File: src/rtl/lmw_pkg.sv
package lmw_pkg;
  // Pattern stored in the read memory at reset: word for address a.
  localparam int unsigned FILL_MUL = 40503;
  localparam int unsigned FILL_ADD = 4660;

  function automatic int unsigned lmw_fill(input int unsigned a);
    return a * FILL_MUL + FILL_ADD;
  endfunction
endpackage

File: src/rtl/lmw_lat_ram.sv
module lmw_lat_ram
  import lmw_pkg::*;
#(
  parameter int ADDR_W  = 8,
  parameter int DATA_W  = 16,
  parameter int LATENCY = 3
) (
  input  logic              clk,
  input  logic              rst_n,
  input  logic              rd_en,
  input  logic [ADDR_W-1:0] rd_addr,
  output logic              out_valid,
  output logic [DATA_W-1:0] out_data
);
  localparam int WORDS = 1 << ADDR_W;

  logic [DATA_W-1:0] cells  [WORDS];
  logic [DATA_W-1:0] pipe_d [LATENCY];
  logic [LATENCY-1:0] pipe_v;

  // Contents are loaded with the fill pattern during reset; no write path.
  always_ff @(posedge clk) begin
    if (!rst_n) begin
      for (int i = 0; i < WORDS; i++) cells[i] <= DATA_W'(lmw_fill(i));
    end
  end

  // Valid pipeline with reset.
  always_ff @(posedge clk) begin
    if (!rst_n) begin
      pipe_v <= '0;
    end else begin
      pipe_v[0] <= rd_en;
      for (int s = 1; s < LATENCY; s++) pipe_v[s] <= pipe_v[s-1];
    end
  end

  // Data pipeline without reset.
  always_ff @(posedge clk) begin
    pipe_d[0] <= cells[rd_addr];
    for (int s = 1; s < LATENCY; s++) pipe_d[s] <= pipe_d[s-1];
  end

  assign out_valid = pipe_v[LATENCY-1];
  assign out_data  = pipe_d[LATENCY-1];
endmodule

File: src/rtl/lmw_credit.sv
module lmw_credit #(
  parameter int LIMIT = 4
) (
  input  logic                         clk,
  input  logic                         rst_n,
  input  logic                         inc,
  input  logic                         dec,
  output logic [$clog2(LIMIT+1)-1:0]   cnt,
  output logic                         at_limit
);
  localparam int CW = $clog2(LIMIT + 1);

  always_ff @(posedge clk) begin
    if (!rst_n) begin
      cnt <= '0;
    end else if (inc && !dec) begin
      cnt <= cnt + CW'(1);
    end else if (dec && !inc) begin
      cnt <= cnt - CW'(1);
    end
  end

  assign at_limit = (cnt == CW'(LIMIT));

  a_r6_credit_bound: assert property (@(posedge clk) disable iff (!rst_n)
    cnt <= CW'(LIMIT));
  a_r4_no_underflow: assert property (@(posedge clk) disable iff (!rst_n)
    dec |-> cnt != '0);
  a_r7_balanced: assert property (@(posedge clk) disable iff (!rst_n)
    (inc && dec) |=> cnt == $past(cnt));
endmodule

File: src/rtl/lmw_rsp_buf.sv
module lmw_rsp_buf #(
  parameter int W     = 16,
  parameter int DEPTH = 4
) (
  input  logic         clk,
  input  logic         rst_n,
  input  logic         wr_en,
  input  logic [W-1:0] wr_data,
  input  logic         rd_en,
  output logic [W-1:0] head,
  output logic         empty,
  output logic         full
);
  localparam int PW = (DEPTH > 1) ? $clog2(DEPTH) : 1;
  localparam int OW = $clog2(DEPTH + 1);

  logic [W-1:0]  slots [DEPTH];
  logic [PW-1:0] wp, rp;
  logic [OW-1:0] occ;

  function automatic logic [PW-1:0] bump(input logic [PW-1:0] p);
    return (p == PW'(DEPTH - 1)) ? '0 : p + PW'(1);
  endfunction

  always_ff @(posedge clk) begin
    if (!rst_n) begin
      wp  <= '0;
      rp  <= '0;
      occ <= '0;
    end else begin
      if (wr_en) wp <= bump(wp);
      if (rd_en) rp <= bump(rp);
      if (wr_en && !rd_en)      occ <= occ + OW'(1);
      else if (rd_en && !wr_en) occ <= occ - OW'(1);
    end
  end

  always_ff @(posedge clk) begin
    if (wr_en) slots[wp] <= wr_data;
  end

  assign head  = slots[rp];
  assign empty = (occ == '0);
  assign full  = (occ == OW'(DEPTH));

  a_r6_no_overflow: assert property (@(posedge clk) disable iff (!rst_n)
    wr_en |-> !full);
  a_r4_buf_underflow: assert property (@(posedge clk) disable iff (!rst_n)
    rd_en |-> !empty);
endmodule

File: src/rtl/lmw_top.sv
module lmw_top #(
  parameter int ADDR_W    = 8,
  parameter int DATA_W    = 16,
  parameter int LATENCY   = 3,
  parameter int BUF_DEPTH = 4
) (
  input  logic              clk,
  input  logic              rst_n,
  input  logic              req_valid,
  output logic              req_ready,
  input  logic [ADDR_W-1:0] req_addr,
  output logic              rsp_valid,
  input  logic              rsp_ready,
  output logic [DATA_W-1:0] rsp_data
);
  localparam int CW = $clog2(BUF_DEPTH + 1);

  initial begin
    a_depth_covers_latency: assert (BUF_DEPTH >= LATENCY && LATENCY >= 1);
  end

  logic              req_fire, rsp_fire;
  logic              ram_valid;
  logic [DATA_W-1:0] ram_data;
  logic              buf_wr, buf_rd, buf_empty, buf_full;
  logic [DATA_W-1:0] buf_head;
  logic [CW-1:0]     outstanding;
  logic              at_limit;

  assign req_fire  = req_valid && req_ready;
  assign rsp_fire  = rsp_valid && rsp_ready;
  // A take in this cycle frees one credit at once.
  assign req_ready = !at_limit || rsp_fire;

  lmw_lat_ram #(.ADDR_W(ADDR_W), .DATA_W(DATA_W), .LATENCY(LATENCY)) u_ram (
    .clk(clk), .rst_n(rst_n), .rd_en(req_fire), .rd_addr(req_addr),
    .out_valid(ram_valid), .out_data(ram_data)
  );

  lmw_credit #(.LIMIT(BUF_DEPTH)) u_credit (
    .clk(clk), .rst_n(rst_n), .inc(req_fire), .dec(rsp_fire),
    .cnt(outstanding), .at_limit(at_limit)
  );

  // Buffer bypass: a word emerging into an empty buffer is presented directly.
  assign buf_wr = ram_valid && !(buf_empty && rsp_fire);
  assign buf_rd = rsp_fire && !buf_empty;

  lmw_rsp_buf #(.W(DATA_W), .DEPTH(BUF_DEPTH)) u_buf (
    .clk(clk), .rst_n(rst_n), .wr_en(buf_wr), .wr_data(ram_data),
    .rd_en(buf_rd), .head(buf_head), .empty(buf_empty), .full(buf_full)
  );

  assign rsp_valid = !buf_empty || ram_valid;
  assign rsp_data  = buf_empty ? ram_data : buf_head;

  a_r9_valid_needs_credit: assert property (@(posedge clk) disable iff (!rst_n)
    rsp_valid |-> outstanding != '0);
  a_r5_hold: assert property (@(posedge clk) disable iff (!rst_n)
    (rsp_valid && !rsp_ready) |=> (rsp_valid && $stable(rsp_data)));
  a_r6_full_blocks: assert property (@(posedge clk) disable iff (!rst_n)
    buf_full |-> at_limit);
endmodule

File: config.mk
export PLATFORM = sky130hd
export DESIGN_NAME = lmw_top
export DESIGN_NICKNAME = d
export VERILOG_FILES = /design/src/rtl/lmw_pkg.sv /design/src/rtl/lmw_lat_ram.sv /design/src/rtl/lmw_credit.sv /design/src/rtl/lmw_rsp_buf.sv /design/src/rtl/lmw_top.sv
export SDC_FILE = /design/constraint.sdc
export NUM_CORES = 1
export LEC_CHECK = 0
export ABC_AREA = 1
export BUFFER_PORTS_ARGS = -buffer_cell sky130_fd_sc_hd__buf_2
export CAP_MARGIN = 20
export CORE_AREA = 2 2 128 130
export DETAILED_ROUTE_END_ITERATION = 16
export DIE_AREA = 0 0 130 132
export GPL_ROUTABILITY_DRIVEN = 0
export GPL_TIMING_DRIVEN = 0
export PLACE_DENSITY_LB_ADDON = 0.05
export SLEW_MARGIN = 20
export SYNTH_ARGS = -nofsm -noshare
export SYNTH_HDL_FRONTEND = slang
export SYNTH_MEMORY_MAX_BITS = 65536
export SYNTH_SLANG_ARGS = --single-unit
File: constraint.sdc
create_clock -name clk -period 5.27 [get_ports clk]
set_clock_uncertainty 0.1 [all_clocks]
set_input_delay 0.527 -clock clk [delete_from_list [all_inputs] [get_ports clk]]
set_output_delay 0.527 -clock clk [all_outputs]
set_load 0.02 [all_outputs]
==> impl_metrics.env <==
export IMPL_max_freq_mhz=362
export IMPL_clkTransAtPathRegs_ps=60
export IMPL_drc=0
export IMPL_syn_nets=978
export IMPL_grt_pass1_wl_um=33900
export IMPL_p_int_uw=2130
export IMPL_p_sw_frac=0.348
export IMPL_place_area_um2=7470
export IMPL_clockPowerShare=0.350
export IMPL_synth_top_area_cell="edfxtp_1"
export IMPL_grt_remaining_overflow=0
export IMPL_syn_avg_cell_area_um2=7.47
export IMPL_cts_tree="yes"
export IMPL_cts_resized=0
export IMPL_num_rows=46
export IMPL_synth_edf_count=64
export IMPL_dr_pass1_iters=7
export IMPL_yosys_most_used_dff="edfxtp_1"
export IMPL_relSlewSlack=0.552
export IMPL_required_ps=4640
export IMPL_dieArea_um2=17200
export IMPL_async_reset_ff_frac=0
export IMPL_cts_buffer_depth=2
export IMPL_slew_violations=0
export IMPL_p_comb_frac=0.288
export IMPL_seq_area_frac_synth=0.453
export IMPL_ys_types=33
export IMPL_fp_coreArea_um2=15700
export IMPL_hpwl_um=15800
export IMPL_antennaDiodeCount=0
export IMPL_finalInstanceArea_um2=8070
export IMPL_io_buffers=25
export IMPL_cts_buffers=17
export IMPL_synth_common_cells="247 x nand2_1, 176 x nand3_1, 117 x nor2_1"
export IMPL_critical_path_class="register to output port"
export IMPL_status="completed"
export IMPL_antenna_left=0
export IMPL_yosys_warnings=0
export IMPL_finalPower_uw=3260
export IMPL_p_sw_uw=1140
export IMPL_drt_initial_drc_count=794
export IMPL_end_kind="output port"
export IMPL_fin_hold_ws_ps=225
export IMPL_peakVddDrop_mv=0.265
export IMPL_seqPwrFrac=0.362
export IMPL_root_buffer="clkbuf_16"
export IMPL_grt_pass1_vias=6421
export IMPL_final_nets=1026
export IMPL_finalHoldViolCount=0
export IMPL_grt_util_all_layers=0.257
export IMPL_post_cts_buffers=0
export IMPL_worstSkewPairLatency_ps=410
export IMPL_die_h_um=132
export IMPL_leakagePower_uw=0.00360
export IMPL_grt_max_degree=17
export IMPL_multi_input_comb_area_um2=3370
export IMPL_post_route_period_util=0.524
export IMPL_ys_ff_latch=127
export IMPL_fin_crit_ps=2760
export IMPL_regArea_um2=3180
export IMPL_synth_most_common_cell="nand2_1"
export IMPL_power_density_nw_per_um2=405
export IMPL_setup_tns_final_ps=0
export IMPL_worst_pin_slew_ps=672
export IMPL_setup_viol=0
export IMPL_htreeDepth=4
export IMPL_vias=6819
export IMPL_maxCapViolCount=0
export IMPL_synthCells=940
export IMPL_routed_wirelength_um=21700
export IMPL_synthToLayoutAreaGrowth_pct=14.9
export IMPL_cts_hold_buffers=0
export IMPL_cp_start_kind="register"
export IMPL_arrival_ps=2140
export IMPL_numClockSinks=127
export IMPL_fillers=1539
export IMPL_routed_via_density=5.60
export IMPL_ios=30
export IMPL_antenna_found_initial=0
export IMPL_syn_area_um2=7020
export IMPL_wl_per_cell_um=17.8
export IMPL_synth_area_leaders="edfxtp_1 27%, dfxtp_1 18%, nand2_1 13%"
export IMPL_rsz0062_at_grt="false"
export IMPL_min_path_type="register to register"
export IMPL_drive_gt1_frac=0.109
export IMPL_path_max_fanout=10
export IMPL_dieWidth_um=130
export IMPL_netlist_area_leader_share=0.274
export IMPL_start_util=0.447
==> metrics by stage <==
step,instances,setup WS [ps],utilization
finish,1217,2510,0.513
global placement,1181,2350,0.472
detailed placement,1185,2390,0.475
CTS,1217,2490,0.513
global route,1217,2340,0.513
floorplan,940,3020,-
==> critical path, stage by stage (launching register included) <==
cell and delay (ps):
dfxtp_1 300, clkbuf_1 220, clkbuf_1 480, nor2_1 110, nor2_1 90, o21ai_0 80
a31oi_1 230, buf_2 210
==> cells in the final DEF, fill, tap and decap left out, drive strengths merged <==
master and count:
a211oi 3, a21oi 23, a31oi 16, buf 64
bufinv 1, clkbuf 39, clkinv 6, dfxtp 63
edfxtp 64, fa 2, ha 24, inv 60
nand2 252, nand3 176, nor2 119, nor3 4
o2111ai 1, o211a 1, o211ai 8, o21ai 71
o32ai 1, or2 1, xnor2 1, xor2 1
==> state kept, by name, summed over array words and instances (netlist names), named ones only <==
name,flops
u_credit.cnt,3
u_buf.occ,3
u_buf.rp,2
u_ram.pipe_d,48
u_buf.slots,64
u_buf.wp,2
u_ram.pipe_v,3
==> path summary, 6_finish.rpt <==
path,startpoint,to,slack [ps],cells past startpoint
hold / removal,u_ram.pipe_d[0][23]$_DFF_P_,u_ram.pipe_d[0][39]$_DFF_P_,220,0
setup / recovery,register,rsp_data[2],2510,7
hold reg to reg,u_ram.pipe_d[0][23]$_DFF_P_,u_ram.pipe_d[0][39]$_DFF_P_,220,0
setup reg to reg,u_buf.occ[0]$_SDFFE_PN0P_,u_credit.cnt[1]$_SDFFE_PN0P_,3120,11
==> layout make-up <==
| type | count | share of cell area |
|---|---|---|
| multi-input cells | 704 | 0.418 |
| flip-flops and latches | 127 | 0.395 |
| clock buffers | 19 | 0.0589 |
| well taps | 216 | 0.0335 |
| plain buffers | 55 | 0.0332 |
| inverters | 54 | 0.0254 |
| repair buffers | 29 | 0.0211 |
| clock inverters | 13 | 0.0150 |
==> routing by layer <==
metal,vias up,GRT usage,share of wire,routed length (um)
met5,-,0,0,0
met4,0,0.169,0.063,1360
met3,124,0.0670,0.095,2070
met2,458,0.403,0.45,9830
met1,2981,0.309,0.39,8450
li1,3256,-,-,-
==> power by group through the flow <==
| stage | logic, uW | clock network, uW | registers, uW |
|---|---|---|---|
| floorplan | 641 | 0 | 1190 |
| global placement | 927 | 0 | 1200 |
| detailed placement | 925 | 0 | 1200 |
| CTS | 928 | 1170 | 1180 |
| global route | 1040 | 1210 | 1190 |
| finish | 940 | 1140 | 1180 |
==> cell families (layout without fill, tap and decap cells) <==
| logic type | Yosys count | after routing | synth area share |
|---|---|---|---|
| buffers and inverters | 109 | 170 | 0.0674 |
| flip-flops | 127 | 127 | 0.453 |
| XOR/XNOR | 2 | 2 | 0.00250 |
| adder cells (fa/ha/maj) | 26 | 26 | 0.0485 |
| AO/OA/AOI/OAI | 124 | 124 | 0.0975 |
| AND/OR/NAND/NOR | 552 | 552 | 0.331 |
Note: power is estimated with default switching activity, not from simulation.
